--- src/rtl/tsb_pkg.sv ---
package tsb_pkg;
  typedef enum logic [1:0] {
    OP_LOAD  = 2'd0,
    OP_STORE = 2'd1,
    OP_FENCE = 2'd2
  } core_op_e;

  typedef enum logic [1:0] {
    ST_IDLE     = 2'd0,
    ST_LOAD_MEM = 2'd1,
    ST_FENCE    = 2'd2
  } ctl_state_e;

  typedef enum logic {
    PORT_DRAIN = 1'b0,
    PORT_LOAD  = 1'b1
  } port_kind_e;
endpackage

--- src/rtl/tsb_fifo.sv ---
module tsb_fifo #(
  parameter int DEPTH = 4,
  parameter int AW    = 8,
  parameter int DW    = 32,
  localparam int PW   = (DEPTH > 1) ? $clog2(DEPTH) : 1,
  localparam int CW   = $clog2(DEPTH + 1)
) (
  input  logic                       clk_i,
  input  logic                       rst_ni,
  input  logic                       push_i,
  input  logic [AW-1:0]              push_addr_i,
  input  logic [DW-1:0]              push_data_i,
  input  logic                       pop_i,
  output logic                       full_o,
  output logic                       empty_o,
  output logic [AW-1:0]              head_addr_o,
  output logic [DW-1:0]              head_data_o,
  output logic [PW-1:0]              tail_o,
  output logic [DEPTH-1:0]           vld_o,
  output logic [DEPTH-1:0][AW-1:0]   addr_o,
  output logic [DEPTH-1:0][DW-1:0]   data_o
);
  logic [PW-1:0]             head_q, tail_q;
  logic [CW-1:0]             cnt_q;
  logic [DEPTH-1:0]          vld_q;
  logic [DEPTH-1:0][AW-1:0]  addr_q;
  logic [DEPTH-1:0][DW-1:0]  data_q;

  function automatic logic [PW-1:0] bump(input logic [PW-1:0] p);
    return (p == PW'(DEPTH - 1)) ? '0 : p + PW'(1);
  endfunction

  always_ff @(posedge clk_i or negedge rst_ni) begin
    if (!rst_ni) begin
      head_q <= '0;
      tail_q <= '0;
      cnt_q  <= '0;
    end else begin
      if (push_i) tail_q <= bump(tail_q);
      if (pop_i)  head_q <= bump(head_q);
      case ({push_i, pop_i})
        2'b10:   cnt_q <= cnt_q + CW'(1);
        2'b01:   cnt_q <= cnt_q - CW'(1);
        default: ;
      endcase
    end
  end

  // occupancy flags per slot, used by the forward search
  always_ff @(posedge clk_i or negedge rst_ni) begin
    if (!rst_ni) begin
      vld_q <= '0;
    end else begin
      for (int i = 0; i < DEPTH; i++) begin
        if (push_i && tail_q == PW'(i))     vld_q[i] <= 1'b1;
        else if (pop_i && head_q == PW'(i)) vld_q[i] <= 1'b0;
      end
    end
  end

  always_ff @(posedge clk_i) begin
    for (int i = 0; i < DEPTH; i++) begin
      if (push_i && tail_q == PW'(i)) begin
        addr_q[i] <= push_addr_i;
        data_q[i] <= push_data_i;
      end
    end
  end

  assign full_o      = (cnt_q == CW'(DEPTH));
  assign empty_o     = (cnt_q == '0);
  assign head_addr_o = addr_q[head_q];
  assign head_data_o = data_q[head_q];
  assign tail_o      = tail_q;
  assign vld_o       = vld_q;
  assign addr_o      = addr_q;
  assign data_o      = data_q;
endmodule

--- src/rtl/tsb_fwd_search.sv ---
module tsb_fwd_search #(
  parameter int DEPTH = 4,
  parameter int AW    = 8,
  parameter int DW    = 32,
  localparam int PW   = (DEPTH > 1) ? $clog2(DEPTH) : 1
) (
  input  logic [DEPTH-1:0]          vld_i,
  input  logic [DEPTH-1:0][AW-1:0]  addr_i,
  input  logic [DEPTH-1:0][DW-1:0]  data_i,
  input  logic [PW-1:0]             tail_i,
  input  logic [AW-1:0]             lookup_addr_i,
  output logic                      hit_o,
  output logic [DW-1:0]             data_o
);
  logic [DEPTH-1:0] match;
  logic [PW-1:0]    idx;

  for (genvar i = 0; i < DEPTH; i++) begin : g_cmp
    assign match[i] = vld_i[i] && (addr_i[i] == lookup_addr_i);
  end

  // walk from the newest slot (tail-1) back toward the oldest; first match wins
  always_comb begin
    hit_o  = 1'b0;
    data_o = '0;
    idx    = '0;
    for (int k = 0; k < DEPTH; k++) begin
      idx = PW'((int'(tail_i) + 2 * DEPTH - 1 - k) % DEPTH);
      if (!hit_o && match[idx]) begin
        hit_o  = 1'b1;
        data_o = data_i[idx];
      end
    end
  end
endmodule

--- src/rtl/tsb_mem_port.sv ---
module tsb_mem_port
  import tsb_pkg::*;
#(
  parameter int AW = 8,
  parameter int DW = 32
) (
  input  logic          clk_i,
  input  logic          rst_ni,
  input  logic          drain_want_i,
  input  logic [AW-1:0] drain_addr_i,
  input  logic [DW-1:0] drain_data_i,
  input  logic          load_want_i,
  input  logic [AW-1:0] load_addr_i,
  output logic          mem_req_valid_o,
  input  logic          mem_req_ready_i,
  output logic          mem_we_o,
  output logic [AW-1:0] mem_addr_o,
  output logic [DW-1:0] mem_wdata_o,
  input  logic          mem_rsp_valid_i,
  output logic          drain_done_o,
  output logic          load_done_o
);
  logic       busy_q, last_drain_q, hold_q;
  port_kind_e kind_q, hold_kind_q, sel_kind;
  logic       pick_load, issue, done;

  assign pick_load = load_want_i && (!drain_want_i || last_drain_q);
  // once offered, the choice is frozen until the handshake
  assign sel_kind  = hold_q ? hold_kind_q : (pick_load ? PORT_LOAD : PORT_DRAIN);

  assign mem_req_valid_o = !busy_q && (hold_q || drain_want_i || load_want_i);
  assign mem_we_o        = (sel_kind == PORT_DRAIN);
  assign mem_addr_o      = (sel_kind == PORT_DRAIN) ? drain_addr_i : load_addr_i;
  assign mem_wdata_o     = (sel_kind == PORT_DRAIN) ? drain_data_i : '0;

  assign issue        = mem_req_valid_o && mem_req_ready_i;
  assign done         = busy_q && mem_rsp_valid_i;
  assign drain_done_o = done && (kind_q == PORT_DRAIN);
  assign load_done_o  = done && (kind_q == PORT_LOAD);

  always_ff @(posedge clk_i or negedge rst_ni) begin
    if (!rst_ni) begin
      busy_q       <= 1'b0;
      kind_q       <= PORT_DRAIN;
      last_drain_q <= 1'b0;
      hold_q       <= 1'b0;
      hold_kind_q  <= PORT_DRAIN;
    end else begin
      if (issue) begin
        busy_q <= 1'b1;
        kind_q <= sel_kind;
        hold_q <= 1'b0;
      end else if (mem_req_valid_o) begin
        hold_q      <= 1'b1;
        hold_kind_q <= sel_kind;
      end
      if (done) begin
        busy_q       <= 1'b0;
        last_drain_q <= (kind_q == PORT_DRAIN);
      end
    end
  end
endmodule

--- src/rtl/tsb_store_buffer.sv ---
module tsb_store_buffer
  import tsb_pkg::*;
#(
  parameter int DEPTH = 4,
  parameter int AW    = 8,
  parameter int DW    = 32
) (
  input  logic          clk_i,
  input  logic          rst_ni,
  input  logic          req_valid_i,
  output logic          req_ready_o,
  input  logic [1:0]    req_op_i,
  input  logic [AW-1:0] req_addr_i,
  input  logic [DW-1:0] req_wdata_i,
  output logic          rsp_valid_o,
  output logic [DW-1:0] rsp_data_o,
  output logic          mem_req_valid_o,
  input  logic          mem_req_ready_i,
  output logic          mem_we_o,
  output logic [AW-1:0] mem_addr_o,
  output logic [DW-1:0] mem_wdata_o,
  input  logic          mem_rsp_valid_i,
  input  logic [DW-1:0] mem_rdata_i
);
  localparam int PW = (DEPTH > 1) ? $clog2(DEPTH) : 1;

  ctl_state_e               st_q;
  logic [AW-1:0]            ld_addr_q;
  logic                     rsp_valid_q;
  logic [DW-1:0]            rsp_data_q;

  logic                     full, empty, push, pop, accept;
  logic                     is_store, is_load, is_fence;
  logic [AW-1:0]            head_addr;
  logic [DW-1:0]            head_data;
  logic [PW-1:0]            tail;
  logic [DEPTH-1:0]         vld;
  logic [DEPTH-1:0][AW-1:0] ent_addr;
  logic [DEPTH-1:0][DW-1:0] ent_data;
  logic                     fwd_hit;
  logic [DW-1:0]            fwd_data;
  logic                     load_done;

  assign is_store = (req_op_i == OP_STORE);
  assign is_load  = (req_op_i == OP_LOAD);
  assign is_fence = req_op_i[1];

  assign req_ready_o = (st_q == ST_IDLE) && !(is_store && full);
  assign accept      = req_valid_i && req_ready_o;
  assign push        = accept && is_store;

  tsb_fifo #(.DEPTH(DEPTH), .AW(AW), .DW(DW)) u_fifo (
    .clk_i       (clk_i),
    .rst_ni      (rst_ni),
    .push_i      (push),
    .push_addr_i (req_addr_i),
    .push_data_i (req_wdata_i),
    .pop_i       (pop),
    .full_o      (full),
    .empty_o     (empty),
    .head_addr_o (head_addr),
    .head_data_o (head_data),
    .tail_o      (tail),
    .vld_o       (vld),
    .addr_o      (ent_addr),
    .data_o      (ent_data)
  );

  tsb_fwd_search #(.DEPTH(DEPTH), .AW(AW), .DW(DW)) u_fwd (
    .vld_i         (vld),
    .addr_i        (ent_addr),
    .data_i        (ent_data),
    .tail_i        (tail),
    .lookup_addr_i (req_addr_i),
    .hit_o         (fwd_hit),
    .data_o        (fwd_data)
  );

  tsb_mem_port #(.AW(AW), .DW(DW)) u_port (
    .clk_i           (clk_i),
    .rst_ni          (rst_ni),
    .drain_want_i    (!empty),
    .drain_addr_i    (head_addr),
    .drain_data_i    (head_data),
    .load_want_i     (st_q == ST_LOAD_MEM),
    .load_addr_i     (ld_addr_q),
    .mem_req_valid_o (mem_req_valid_o),
    .mem_req_ready_i (mem_req_ready_i),
    .mem_we_o        (mem_we_o),
    .mem_addr_o      (mem_addr_o),
    .mem_wdata_o     (mem_wdata_o),
    .mem_rsp_valid_i (mem_rsp_valid_i),
    .drain_done_o    (pop),
    .load_done_o     (load_done)
  );

  always_ff @(posedge clk_i or negedge rst_ni) begin
    if (!rst_ni) begin
      st_q        <= ST_IDLE;
      ld_addr_q   <= '0;
      rsp_valid_q <= 1'b0;
      rsp_data_q  <= '0;
    end else begin
      rsp_valid_q <= 1'b0;
      unique case (st_q)
        ST_IDLE: begin
          if (accept && is_load) begin
            if (fwd_hit) begin
              rsp_valid_q <= 1'b1;
              rsp_data_q  <= fwd_data;
            end else begin
              st_q      <= ST_LOAD_MEM;
              ld_addr_q <= req_addr_i;
            end
          end else if (accept && is_fence) begin
            st_q <= ST_FENCE;
          end
        end
        ST_LOAD_MEM: begin
          if (load_done) begin
            rsp_valid_q <= 1'b1;
            rsp_data_q  <= mem_rdata_i;
            st_q        <= ST_IDLE;
          end
        end
        ST_FENCE: begin
          // pop happens on write completion, so empty implies nothing in flight
          if (empty) begin
            rsp_valid_q <= 1'b1;
            rsp_data_q  <= '0;
            st_q        <= ST_IDLE;
          end
        end
        default: st_q <= ST_IDLE;
      endcase
    end
  end

  assign rsp_valid_o = rsp_valid_q;
  assign rsp_data_o  = rsp_data_q;
endmodule

--- config.mk ---
export PLATFORM = sky130hd
export DESIGN_NAME = tsb_store_buffer
export DESIGN_NICKNAME = d
export VERILOG_FILES = /design/src/rtl/tsb_pkg.sv /design/src/rtl/tsb_fifo.sv /design/src/rtl/tsb_fwd_search.sv /design/src/rtl/tsb_mem_port.sv /design/src/rtl/tsb_store_buffer.sv
export SDC_FILE = /design/constraint.sdc
export NUM_CORES = 1
export LEC_CHECK = 0
export ABC_AREA = 1
export BUFFER_PORTS_ARGS = -buffer_cell sky130_fd_sc_hd__buf_2
export CORE_ASPECT_RATIO = 0.9
export CORE_MARGIN = 2
export CORE_UTILIZATION = 45
export DETAILED_ROUTE_END_ITERATION = 7
export GPL_ROUTABILITY_DRIVEN = 0
export GPL_TIMING_DRIVEN = 0
export PLACE_DENSITY_LB_ADDON = 0.25
export RECOVER_POWER = 50
export SLEW_MARGIN = 30
export SYNTH_ARGS = -nofsm -noshare
export SYNTH_HDL_FRONTEND = slang
export SYNTH_SLANG_ARGS = --single-unit
--- constraint.sdc ---
create_clock -name clk_i -period 6.71 [get_ports clk_i]
set_input_delay 0.3355 -clock clk_i [delete_from_list [all_inputs] [get_ports clk_i]]
set_output_delay 0.3355 -clock clk_i [all_outputs]
set_load 0.01 [all_outputs]
### After elaboration in Yosys (flattened, before gate mapping)

Cells that the tools add are included.

| storage, ports and cells | value |
|---|---|
| register bits after elaboration | 219 |
| input bits | 79 |

| cells by class | value |
|---|---|
| $add $sub $neg | 9 |
| order comparisons | 5 |
| eq/ne operators | 22 |
| multiplexer cells | 63 |
| bitwise logic cells | 4 |
| reductions and logical operators | 53 |

Operators by type and width:

| operator | number |
|---|---|
| $mux 32 | 14 |
| $bmux 32 s2 | 5 |
| $pmux 32 s3 | 1 |
| $eq 8x8->1 | 4 |
| $logic_and 1x1->1 | 27 |
| $mux 1 | 26 |
| $bmux 8 s2 | 1 |
| $mux 8 | 2 |
| $lt 2x3->1 const B | 5 |
| $mux 2 | 7 |
| $reduce_bool 2->1 | 7 |
| $eq 2x2->1 const B | 6 |
| $eq 2x1->1 const B | 5 |
| $bmux 1 s2 | 4 |
| $logic_not 2->1 | 4 |
| $add 2x1->2 const B | 3 |
| $logic_not 1->1 | 6 |
| $ne 2x2->1 const B | 3 |
| $pmux 2 s3 | 1 |
| $pmux 3 s2 | 1 |
| $sub 2x2->2 const B | 3 |
| $reduce_and 5->1 | 1 |
| $not 1->1 | 4 |
| $reduce_and 4->1 | 1 |
| 13 further kinds | 15 |

### Logic depth before layout (Yosys ltp)

Gate-level depths: netlist of run 1.

| depth | value |
|---|---|
| word-level depth | 17 |
| depth in mapped cells | 20 |

### Cells and area by module

From an unflattened synthesis of run 1, not the netlist that was laid out.

| unflattened totals | value |
|---|---|
| cell total of the unflattened synthesis | 2,087 |
| area, all modules | 15,094.5 µm² |

By module, submodules not included:

| module | instances | cells each | area each (µm²) | sequential area each (µm²) |
|---|---|---|---|---|
| tsb_fifo | 1 | 539 | 7,058.0 | 5,079.9 |
| tsb_fwd_search | 1 | 1,101 | 5,036.1 | 0.0 |
| tsb_store_buffer | 1 | 319 | 2,341.0 | 1,076.0 |
| tsb_mem_port | 1 | 128 | 659.4 | 125.1 |

### Worst setup path before layout of run 1

Ideal clock, no wire load.

| timing | value |
|---|---|
| kind | register to register |
| from | register st_q[0] |
| to | register u_fifo.addr_q (netlist bit u_fifo.addr_o[0]), enable pin |
| setup time | 0.437 ns |
| arrival | 3.239 ns |
| data required time | 6.273 ns |
| setup slack | 3.034 ns |
| cell stages (with the launch flop) | 10 |
| period minus slack after synthesis | 3.676 ns |
| cell sequence | dfrtp_1 -> inv_1 -> ha_1 -> inv_1 -> a21oi_1 -> nand2_1 -> nor2_1 -> nand2_1 -> clkbuf_1 -> nor2_1 |

| on the way | value |
|---|---|
| word-level cells in the longest chain between the ends | 5 |

RTL lines:

| element | line | text |
|---|---|---|
| start: declaration | tsb_store_buffer.sv:27 | `ctl_state_e st_q;` |
| start signal: assignment | tsb_store_buffer.sv:99 | `st_q <= ST_IDLE;` |
| start signal: assignment | tsb_store_buffer.sv:112 | `st_q <= ST_LOAD_MEM;` |
| start signal: assignment | tsb_store_buffer.sv:116 | `st_q <= ST_FENCE;` |
| $logic_not 2->1 | tsb_store_buffer.sv:48 | `assign req_ready_o = (st_q == ST_IDLE) && !(is_store && full);` |
| $logic_and 1x1->1 | tsb_store_buffer.sv:48 |  |
| net req_ready_o | tsb_store_buffer.sv:11 | `output logic req_ready_o,` |
| $logic_and 1x1->1 | tsb_store_buffer.sv:49 | `assign accept = req_valid_i && req_ready_o;` |
| $logic_and 1x1->1 | tsb_store_buffer.sv:50 | `assign push = accept && is_store;` |
| $logic_and 1x1->1 | tsb_fifo.sv:63 | `if (push_i && tail_q == PW'(i)) begin` |
| end signal: indexed assignment | tsb_fifo.sv:64 | `addr_q[i] <= push_addr_i;` |
| end: declaration | tsb_fifo.sv:26 | `logic [DEPTH-1:0][AW-1:0] addr_q;` |

The timed path passes the listed nets, and every way through them passes these cells.
A chain may end at the register's enable or synchronous reset.

### Final worst setup path of run 1

| timing | value |
|---|---|
| from | register u_fifo.tail_q[0] (netlist: u_fifo.tail_o[0]) |
| to | register rsp_data_q[28] (netlist: rsp_data_o[28]) |

| on the way | value |
|---|---|
| word-level cells in the longest chain between the ends | 17 |

RTL lines:

| element | line | text |
|---|---|---|
| start: declaration | tsb_fifo.sv:23 | `logic [PW-1:0] head_q, tail_q;` |
| start signal: assignment | tsb_fifo.sv:39 | `if (push_i) tail_q <= bump(tail_q);` |
| $add 2x1->2 (*) | tsb_fwd_search.sv:28 | `idx = PW'((int'(tail_i) + 2 * DEPTH - 1 - k) % DEPTH);` |
| $sub 2x2->2 (*) | tsb_fwd_search.sv:28 |  |
| branches (longest 15 deep; another with $sub 2x2->2) | -- |  |
| end signal: assignment | tsb_store_buffer.sv:110 | `rsp_data_q <= fwd_data;` |
| end signal: assignment | tsb_store_buffer.sv:122 | `rsp_data_q <= mem_rdata_i;` |
| end: declaration | tsb_store_buffer.sv:30 | `logic [DW-1:0] rsp_data_q;` |

Mark *: on every way between the ends. The select of a mux whose other input is x is not followed.

==> out/metrics.sh, run 1 <==
OUTCOME='complete, but fails checks'
FAILED_CHECKS='max-capacitance violations, max-slew violations'
WL_MET1_MM=21.5
TIMING.FINAL.SETUP_VIOLATIONS=0
MULTIINPUTGATEAREA_UM2=6870
MIN-DELAY-START='req_wdata_i[18]'
OVERALL_POWER_CONSUMPTION_mW=9.02
GRT_PASS1_WL_MM=77.7
GROUTE.USAGE.OVERALL_PCT=30.0
DRIVE_GT1_SHARE_PCT=11.0
TIMING.CRITICAL_PATH.REQUIRED_NS=7.19
POST-ROUTE-DRC-COUNT=0
CLOCK_INSERTION_DELAY_WORST_SKEW_NS=0.55
GRT_SETUP_UNREPAIRED='false'
LAYOUT.CELLS.MOST_COMMON_LIST='sky130_fd_sc_hd__nand2_1, sky130_fd_sc_hd__o21ai_0, sky130_fd_sc_hd__inv_1'
NUMCLOCKSINKS=219
WORSTSETUPENDPOINTTYPE='register'
NUMBER_OF_GLOBAL_ROUTE_VIAS_BEFORE_REPAIR=13900
COMBPWRFRAC_PCT=64.0
WL_MET3_MM=7.17
TIMING.HOLD.WORST.CLASS='input pin to register'
POST-PLACE-WS_NS=2.40
FP.DIEW_UM=193
CP_SLOWEST_STAGE_DELAY_NS=0.53
POWER_FRAC_CLOCK_PCT=15.9
P_SEQ_SHARE_PCT=20.1
MAXIMUM_NUMBER_OF_PINS_ON_ONE_NET_BEFORE_GLOBAL_ROUTE_REPAIR=44
P_SWITCHING_mW=4.89
DIE-AREA_UM2=33600
AVERAGE_VIA_COUNT_PER_STANDARD_CELL=5.67
FINALCOREUTILIZATION_PCT=53.2
CP-STARTPOINT='u_fifo.tail_o[0]'
FINAL-MAX-SLEW-VIOLATION-COUNT=44
SYNTH.YOSYS.WARNINGS=0
LAYOUT.NETS=2338
WORST_IR_DROP_VDD_uV=343
RELSLEWSLACK_PCT=-55.2
SYN_AREA_UM2=14500
TIMING.CRITICAL_PATH.FANOUT_MAX=11
CRIT_ARRIVAL_NS=4.96
TIMING.FINAL.CRIT_SHARE_PCT=66.8
DRT_PRE_ANTENNA_ITERS=7
TIGHTEST_SLEW_NS=2.33
FINAL-SEQ-AREA_UM2=6280
SETUP_SLACK_NS=2.23
MAX-CLOCK-PATH-BUFFERS=3
HTREE_LEVELS=1
IO_PINS=155
FIN_SETUP_TNS_NS=0
SYNTH_CELL_TYPE_COUNT=39
MET2_WIRELENGTH_MM=21.0
CTS-RESIZED-GATES=0
ANTENNA_FOUND_INITIAL=4
POSTCTSSETUPBUFFERS=0
WORST_R2R_STARTPOINT='u_fifo.tail_o[0]'
CELLPOWERDENSITY_nW_PER_UM2=535
AREA.GROWTH.SYNTH_TO_FINAL_PCT=16.7
FINAL-HOLD-VIOLATION-COUNT=0
PLACEDCELLCOUNT=2628
WORSTPATHCELLLIST='buf_2 > clkinv_1 > buf_2 > buf_2 > buf_2 > ha_1 > inv_1 > buf_2 > clkbuf_1 > clkbuf_1 > o21ai_0 > nor2_2 > nor2_1 > nand2_1 > nand2_1 > a21oi_2'
MAX_CAP_VIOLATIONS=1
HPWLAFTERDP_MM=37.1
SYNTH.AVG_CELL_AREA_UM2=7.06
DIE-HEIGHT_UM=174
VIA_COUNT=15200
SYNTH_NETS=2141
CLK_PIN_SLEW_NS=0.06
START_UTIL_PCT=45.5
STDCELL_COUNT=2683
SYNTHESIS.INSTANCES=2048
CTS_INSERTED_BUFFERS=26
ANTENNA_VIOLATING_NETS_POST_ROUTE=0
P_INT_mW=4.13
TRITONCTS='done'
CRITICAL-PATH-TOP-CELL-BY-COUNT='sky130_fd_sc_hd__buf_2'
CORE_REGION_AREA_UM2=31700
TIMING.FMAX_MHz=223
LAYOUT.CELLS.MOST_COMMON='sky130_fd_sc_hd__nand2_1'
WORSTSETUPSTARTPOINTTYPE='register'
SYNTH_SEQ_CELLS=219
WORST_CLOCK_SKEW_NS=0.0156
ROOT_BUFFER='sky130_fd_sc_hd__clkbuf_16'
TOPROUTINGLAYERUSED='met4'
CRITICALPATHCATEGORY='register to register'
SWITCHING_SHARE_PCT=54.3
GLOBALROUTEOVERFLOWTOTAL=0
TOTALWIRELENGTH_MM=51.7
LEAKAGE_nW=7.74
FINAL.MIN_CLOCK_PERIOD_NS=4.48
DRTITER0DRC=2037
NUMPORTBUFFERS=154
STD_CELL_ROWS=62
ROUTED_LENGTH_PER_PLACED_INSTANCE_UM=19.3
SLOWEST_CELL_ON_CRIT_PATH='sky130_fd_sc_hd__clkbuf_1'
LAYOUT.FILLER_CELLS=3093
SEQUENTIAL_TO_TOTAL_AREA_SHARE_FROM_YOSYS_STAT_PCT=43.5
## power groups by stage
| stage | Combinational [mW] | Sequential, mW | Clock [mW] |
|---|---|---|---|
| after floorplan | 3.56 | 1.84 | 0 |
| after global placement | 5.39 | 1.83 | 0 |
| after detailed placement | 5.53 | 1.83 | 0 |
| after CTS | 5.55 | 1.81 | 1.44 |
| after global routing | 6.22 | 1.83 | 1.49 |
| final | 5.77 | 1.81 | 1.44 |
## per-layer routing
metal	vias to the layer above	global-route usage, %
li1	7052	-
met1	6941	43.9
met2	1060	42.8
met3	159	7.21
met4	0	11.3
met5	-	0
## flip-flops by register name, indices dropped and copies added, names as in the netlist
name and count:
u_fifo.vld_o 4, u_fifo.data_o 128, rsp_data_o 32, u_fifo.tail_o 2
st_q 2, u_fifo.addr_o 32, u_port.hold_kind_q 1, u_port.kind_q 1
u_port.busy_q 1, ld_addr_q 8, u_fifo.head_q 2, u_port.last_drain_q 1
u_fifo.cnt_q 3, u_port.hold_q 1, rsp_valid_o 1
## per-stage QoR
stage / hold WS, ns / area, um^2
2_1_floorplan: 0.0399 / 14500
3_3_place_gp: 0.461 / 15700
3_5_place_dp: 0.241 / 16000
4_1_cts: 0.000320 / 17000
5_1_grt: 0.0676 / 16900
6_report: 0.0594 / 16900
## worst max-delay path: cells and delay by family, from the launching register on
family          cells  cell delay [ns]
simple gates        4             0.33
buf+inv             9             2.91
compound gates      2             0.32
fa+ha+maj           1             0.43
flops               1             0.39
## final cells by class
cell class                      instances  share of cell area, %
Antenna cell                            3                 0.0445
Buffer                                119                   3.23
Clock buffer                           40                   4.78
Clock inverter                          7                  0.438
Inverter                              209                   4.67
Multi-Input combinational cell       1501                   40.7
Sequential cell                       219                   37.2
Tap cell                              416                   3.09
Timing Repair Buffer                  169                   5.80
## synth_stat cells
cell type                  count  share of area (%)
sky130_fd_sc_hd__nor2_8        1               0.14
sky130_fd_sc_hd__nand3_1     100                3.5
sky130_fd_sc_hd__clkbuf_1     69                1.8
sky130_fd_sc_hd__nand3_2       1              0.069
sky130_fd_sc_hd__xnor2_1       1              0.061
sky130_fd_sc_hd__buf_2        27               0.94
sky130_fd_sc_hd__dfrtp_1      59                 10
sky130_fd_sc_hd__a21oi_4       1               0.11
sky130_fd_sc_hd__a31oi_1       9               0.39
sky130_fd_sc_hd__a21boi_1      1              0.052
sky130_fd_sc_hd__o31ai_1       1              0.052
sky130_fd_sc_hd__nand2_4       5               0.39
sky130_fd_sc_hd__nor2_2       31                1.3
sky130_fd_sc_hd__nand2_2       6               0.26
sky130_fd_sc_hd__nand3_4       1               0.12
sky130_fd_sc_hd__inv_2        10               0.26
sky130_fd_sc_hd__buf_1        13               0.34
sky130_fd_sc_hd__o21ai_0     341                 12
sky130_fd_sc_hd__or2_2         2              0.087
sky130_fd_sc_hd__nor2_1      147                3.8
sky130_fd_sc_hd__clkbuf_2      1              0.035
sky130_fd_sc_hd__inv_4         1              0.043
sky130_fd_sc_hd__nand4_1       4               0.17
sky130_fd_sc_hd__o211ai_1      3               0.16
sky130_fd_sc_hd__o21ai_1      16               0.55
sky130_fd_sc_hd__nor3_1        2              0.069
sky130_fd_sc_hd__buf_4         1              0.052
sky130_fd_sc_hd__nor3_2        2               0.14
sky130_fd_sc_hd__a21oi_1      90                3.1
sky130_fd_sc_hd__nand2_1     698                 18
sky130_fd_sc_hd__nand4_4       1               0.15
sky130_fd_sc_hd__clkinv_1      3              0.078
sky130_fd_sc_hd__xor2_1        4               0.24
sky130_fd_sc_hd__fa_1          1               0.14
sky130_fd_sc_hd__edfxtp_1    160                 33
sky130_fd_sc_hd__buf_6         8               0.62
sky130_fd_sc_hd__inv_1       195                5.1
sky130_fd_sc_hd__ha_1         13                1.1
sky130_fd_sc_hd__a21oi_2      19                1.2
## logic make-up (layout without fill, tap and decap cells)
logic type	after synthesis	after routing	synth area share, %
flops	219	219	43.5
compound gates	481	481	17.4
fa+ha+maj	14	14	1.26
buf+inv	328	544	9.22
simple gates	1001	1001	28.3
xor+xnor	5	5	0.303
other cells	0	3	0
## worst paths after layout
| check | to | slack [ns] | cells after the start |
|---|---|---|---|
| min | u_fifo.data_o[114] | 0.06 | 1 |
| max reg2reg | rsp_data_o[28] | 2.23 | 16 |
| min reg2reg | u_fifo.cnt_q[0] | 0.48 | 1 |
| max | rsp_data_o[28] | 2.23 | 16 |
| min in group asynchronous | ld_addr_q[5] | 0.51 | 2 |
| max in group asynchronous | rsp_data_o[18] | 3.46 | 3 |
## repair_timing
item / CTS / global route
setup endpoints to repair: 0 / 0
endpoints found under the hold margin: 37 / 0
hold buffers: 5 / 0
Power figures use the tool's default switching activity.
==> run 2: changes to the inputs <==
--- a/config.mk
+++ b/config.mk
@@ -5,7 +5,7 @@
 export SDC_FILE = /design/constraint.sdc
 export NUM_CORES = 1
 export LEC_CHECK = 0
-export ABC_AREA = 1
+export ABC_AREA = 0
 export BUFFER_PORTS_ARGS = -buffer_cell sky130_fd_sc_hd__buf_2
 export CORE_ASPECT_RATIO = 0.9
 export CORE_MARGIN = 2
==> constraint.sdc (replaced) <==
create_clock -name clk_i -period 4.3 [get_ports clk_i]
set_input_delay 0.215 -clock clk_i [delete_from_list [all_inputs] [get_ports clk_i]]
set_output_delay 0.215 -clock clk_i [all_outputs]
set_load 0.01 [all_outputs]
==> run 2 against run 1 <==
The flow still finishes with violations (max-capacitance violations, max-slew violations); die area fell by 3.5%; final cell count fell by 32%; sequential share of layout area rose by 0.61 points; global-route usage fell by 2.9 points; synthesized cell count fell by 43%; flip-flop and latch count did not move; register-to-register slack got worse by 2.0 ns; largest cell class unchanged.
==> out/metrics.sh, run 2 <==
OUTCOME='complete, but fails checks'  # unchanged
FAILED_CHECKS='max-capacitance violations, max-slew violations'  # unchanged
ROOT_BUFFER='sky130_fd_sc_hd__clkbuf_16'  # unchanged
AVERAGE_VIA_COUNT_PER_STANDARD_CELL=6.23  # was 5.67
HPWLAFTERDP_MM=30.9  # was 37.1 mm
SYNTH.AVG_CELL_AREA_UM2=12.0  # was 7.06 um^2
WORST_CLOCK_SKEW_NS=0.0146  # was 0.0156 ns
SLOWEST_CELL_ON_CRIT_PATH='sky130_fd_sc_hd__nor4_2'  # was sky130_fd_sc_hd__clkbuf_1
HOLD_SLACK_NS=0.0276  # was 0.0594 ns
CPLARGESTDELAYFAMILY='buffers and inverters'  # unchanged
TIMING.FINAL.SETUP_VIOLATIONS=0  # unchanged
P_INT_mW=6.59  # was 4.13 mW
LARGEST_REGISTER_FFS=128  # unchanged
START_UTIL_PCT=45.4  # was 45.5%
TIMING.HOLD.WORST.CLASS='input pin to register'  # unchanged
WORST_HOLD_PATH.NUM_CELLS=3  # was 1
RELSLEWSLACK_PCT=-47.6  # was -55.2%
NETLIST.AREA_LEADER.SHARE_PCT=34.5  # was 33.2%
CRIT-REG2REG-CAPTURE='rsp_data_o[14]'  # was rsp_data_o[28]
STD_CELL_ROWS=61  # was 62
GRT_PASS1_WL_MM=65.9  # was 77.7 mm
POWER_FRAC_CLOCK_PCT=20.7  # was 15.9%
VIA_COUNT=11300  # was 15,200
P_SEQ_SHARE_PCT=25.2  # was 20.1%
LAYOUT.FILLER_CELLS=2704  # was 3,093
WORST-PATH-BUF-INV=4  # was 9
WORSTSETUPSTARTPOINTTYPE='register'  # unchanged
NUMCLOCKSINKS=219  # unchanged
FINAL.MIN_CLOCK_PERIOD_NS=4.07  # was 4.48 ns
LAYOUT.CELLS.MOST_COMMON_LIST='sky130_fd_sc_hd__edfxtp_1, sky130_fd_sc_hd__clkbuf_1, sky130_fd_sc_hd__mux4_2'  # was sky130_fd_sc_hd__nand2_1, sky130_fd_sc_hd__o21ai_0, sky130_fd_sc_hd__inv_1
MAX_CAP_VIOLATIONS=2  # was 1
SWITCHING_SHARE_PCT=40.9  # was 54.3%
DIE-HEIGHT_UM=171  # was 174 um
LEAKAGE_nW=5.87  # was 7.74 nW
CTS_INSERTED_BUFFERS=25  # was 26
MAX-CLOCK-PATH-BUFFERS=3  # unchanged
IO_PINS=155  # unchanged
CRIT_ARRIVAL_NS=4.46  # was 4.96 ns
SYNTH.YOSYS.WARNINGS=0  # unchanged
HTREE_LEVELS=1  # unchanged
TRITONCTS='done'  # unchanged
LAYOUT.NETS=1482  # was 2,338
ROUTED_LENGTH_PER_PLACED_INSTANCE_UM=24.3  # was 19.3 um
ANTENNA_VIOLATING_NETS_POST_ROUTE=0  # unchanged
CLK_PIN_SLEW_NS=0.06  # about the same
POSTCTSSETUPBUFFERS=0  # unchanged
WORST_R2R_STARTPOINT='u_fifo.tail_o[0]'  # unchanged
GROUTE.USAGE.OVERALL_PCT=27.1  # was 30.0%
TOTALWIRELENGTH_MM=44.1  # was 51.7 mm
NUMPORTBUFFERS=154  # unchanged
GLOBALROUTEOVERFLOWTOTAL=0  # unchanged
YS_DOMINANT_REG_CELL='sky130_fd_sc_hd__edfxtp_1'  # unchanged
HOLD-PATH-ENDPOINT='rsp_data_o[23]'  # was u_fifo.data_o[114]
TIMING.FINAL.CRIT_SHARE_PCT=94.6  # was 66.8%
SYNTHESIS.INSTANCES=1158  # was 2,048
MIN-DELAY-START='mem_rdata_i[23]'  # was req_wdata_i[18]
CTS-RESIZED-GATES=0  # unchanged
FINAL-MAX-SLEW-VIOLATION-COUNT=62  # was 44
WORST_IR_DROP_VDD_uV=458  # was 343 uV
CRITICALPATHCATEGORY='register to register'  # unchanged
NETLIST_TOP_CELLS_AREA='sky130_fd_sc_hd__edfxtp_1, sky130_fd_sc_hd__mux4_2, sky130_fd_sc_hd__dfrtp_1'  # was sky130_fd_sc_hd__edfxtp_1, sky130_fd_sc_hd__nand2_1, sky130_fd_sc_hd__o21ai_0
TIMING.CRITICAL_PATH.FANOUT_MAX=10  # was 11
FINAL-HOLD-VIOLATION-COUNT=0  # unchanged
DIE-AREA_UM2=32400  # was 33,600 um^2
SYNTH_TOP_CELL_BY_AREA='sky130_fd_sc_hd__edfxtp_1'  # unchanged
TIMING.CRITICAL_PATH.REQUIRED_NS=4.69  # was 7.19 ns
SYN_AREA_UM2=13900  # was 14,500 um^2
CP_SLOWEST_STAGE_DELAY_NS=0.86  # was 0.53 ns
CLOCK_INSERTION_DELAY_WORST_SKEW_NS=0.54  # was 0.55 ns
TIGHTEST_SLEW_NS=2.21  # was 2.33 ns
DRIVE_GT1_SHARE_PCT=23.0  # was 11.0%
SYNTH_NETS=1251  # was 2,141
CELL_WITH_THE_MOST_INSTANCES_AFTER_SYNTHESIS='sky130_fd_sc_hd__edfxtp_1'  # was sky130_fd_sc_hd__nand2_1
SEQUENTIAL_TO_TOTAL_AREA_SHARE_FROM_YOSYS_STAT_PCT=45.1  # was 43.5%
POST-ROUTE-DRC-COUNT=0  # unchanged
DRT_PRE_ANTENNA_ITERS=5  # was 7
AREA.GROWTH.SYNTH_TO_FINAL_PCT=19.1  # was 16.7%
NUMBER_OF_GLOBAL_ROUTE_VIAS_BEFORE_REPAIR=11000  # was 13,900
P_SWITCHING_mW=4.57  # was 4.89 mW
MAXIMUM_NUMBER_OF_PINS_ON_ONE_NET_BEFORE_GLOBAL_ROUTE_REPAIR=35  # was 44
YOSYS-TOP-CELLS-COUNT='sky130_fd_sc_hd__edfxtp_1, sky130_fd_sc_hd__mux4_2, sky130_fd_sc_hd__nand2_1'  # was sky130_fd_sc_hd__nand2_1, sky130_fd_sc_hd__o21ai_0, sky130_fd_sc_hd__inv_1
SYNTH_CELL_TYPE_COUNT=59  # was 39
ANTENNA_FOUND_INITIAL=0  # was 4
R2R_CELLS=10  # was 16
FP.DIEW_UM=189  # was 193 um
COMBPWRFRAC_PCT=54.0  # was 64.0%
DIODES=0  # was 3
ASYNC_RESET_FF_SHARE_PCT=26.9  # unchanged
CORE_REGION_AREA_UM2=30700  # was 31,700 um^2
INSTANCE_AREA_AT_PLACEMENT_UM2=15300  # was 16,000 um^2
WORSTPATHCELLLIST='clkinv_1 > ha_1 > clkbuf_1 > clkinv_1 > and4_1 > nor4_2 > clkbuf_1 > nor3b_1 > nor3_1 > o211ai_1'  # was buf_2 > clkinv_1 > buf_2 > buf_2 > buf_2 > ha_1 > inv_1 > buf_2 > clkbuf_1 > clkbuf_1 > o21ai_0 > nor2_2 > nor2_1 > nand2_1 > nand2_1 > a21oi_2
OVERALL_POWER_CONSUMPTION_mW=11.2  # was 9.02 mW
SYNTH_SEQ_CELLS=219  # unchanged
TIMING.FMAX_MHz=246  # was 223 MHz
FINAL_CELL_AREA_UM2=16600  # was 16,900 um^2
CP-STARTPOINT='u_fifo.tail_o[0]'  # unchanged
GRT_SETUP_UNREPAIRED='false'  # unchanged
LAYOUT.CELLS.MOST_COMMON='sky130_fd_sc_hd__edfxtp_1'  # was sky130_fd_sc_hd__nand2_1
SYNTH_ENABLE_FLOP_CELLS=160  # unchanged
DRTITER0DRC=1392  # was 2,037
RRSETUPSLACK_NS=0.23  # was 2.23 ns
WORSTSETUPENDPOINTTYPE='register'  # unchanged
CELLPOWERDENSITY_nW_PER_UM2=672  # was 535 nW/um^2
[run 2: repair_timing]
action                     4_1_cts  5_1_grt
setup endpoints to repair        0        4
hold buffers                    46        0
hold endpoints to repair       191        0
[run 2: worst register-to-register path, cell delays in order, from the launching register on]
cell and delay (ns):
sky130_fd_sc_hd__dfrtp_1 0.40, sky130_fd_sc_hd__clkinv_1 0.28, sky130_fd_sc_hd__ha_1 0.38, sky130_fd_sc_hd__clkbuf_1 0.34, sky130_fd_sc_hd__clkinv_1 0.35, sky130_fd_sc_hd__and4_1 0.28, sky130_fd_sc_hd__nor4_2 0.86, sky130_fd_sc_hd__clkbuf_1 0.59
sky130_fd_sc_hd__nor3b_1 0.11, sky130_fd_sc_hd__nor3_1 0.18, sky130_fd_sc_hd__o211ai_1 0.15
[run 2: logic make-up after synthesis]
group	Yosys count	share of synthesized area [%]
AND/OR/NAND/NOR	307	11.2
flip-flops	219	45.1
multiplexers	216	25.2
adder cells (fa/ha/maj)	14	1.31
XOR/XNOR	35	2.20
buffers and inverters	151	4.54
AO/OA/AOI/OAI	216	10.5
[run 2: routing by layer]
metal  track usage, %  part of all wire [%]  up-vias
met4             9.61                   3.7        0
met3             5.56                    11      125
li1                 -                     -     4898
met1             38.4                    41     5587
met2             41.7                    45      705
met5                0                     0        -
[run 2: area by class of cell]
type / instances / area [um^2] / share of cell area [%]
clock buffers: 29 / 641 / 3.86
inverters: 54 / 203 / 1.22
well taps: 409 / 512 / 3.08
plain buffers: 96 / 435 / 2.62
repair buffers: 205 / 1230 / 7.40
clock inverters: 17 / 239 / 1.44
multi-input cells: 788 / 7060 / 42.5
flip-flops and latches: 219 / 6280 / 37.8
[run 2: worst max-delay path by stage]
stage | cells past startpoint | slack (ns) | to
after floorplan | 9 | 1.11 | rsp_data_o[15]
after global placement | 9 | -0.08 | rsp_data_o[16]
after detailed placement | 9 | 0.25 | rsp_data_o[16]
after CTS | 9 | 0.22 | rsp_data_o[16]
after global routing | 10 | 0.02 | rsp_data_o[10]
final | 10 | 0.23 | rsp_data_o[14]
[run 2: metrics by stage]
stage | util, % | setup WS, ns | setup TNS (ns) | cells
2_1_floorplan | - | 1.11 | 0 | 1158
3_3_place_gp | 49.6 | -0.0838 | -0.316 | 1721
3_5_place_dp | 50.0 | 0.248 | 0 | 1726
4_1_cts | 54.4 | 0.216 | 0 | 1818
5_1_grt | 54.1 | 0.0169 | 0 | 1817
6_report | 54.1 | 0.230 | 0 | 1817
[run 2: power by group through the flow]
| stage | logic, mW | clock network, mW | registers, mW |
|---|---|---|---|
| global placement | 5.90 | 0 | 2.84 |
| global route | 6.47 | 2.41 | 2.85 |
| finish | 6.03 | 2.31 | 2.82 |
| floorplan | 4.04 | 0 | 2.84 |
| CTS | 6.06 | 2.33 | 2.80 |
| detailed placement | 5.99 | 0 | 2.84 |
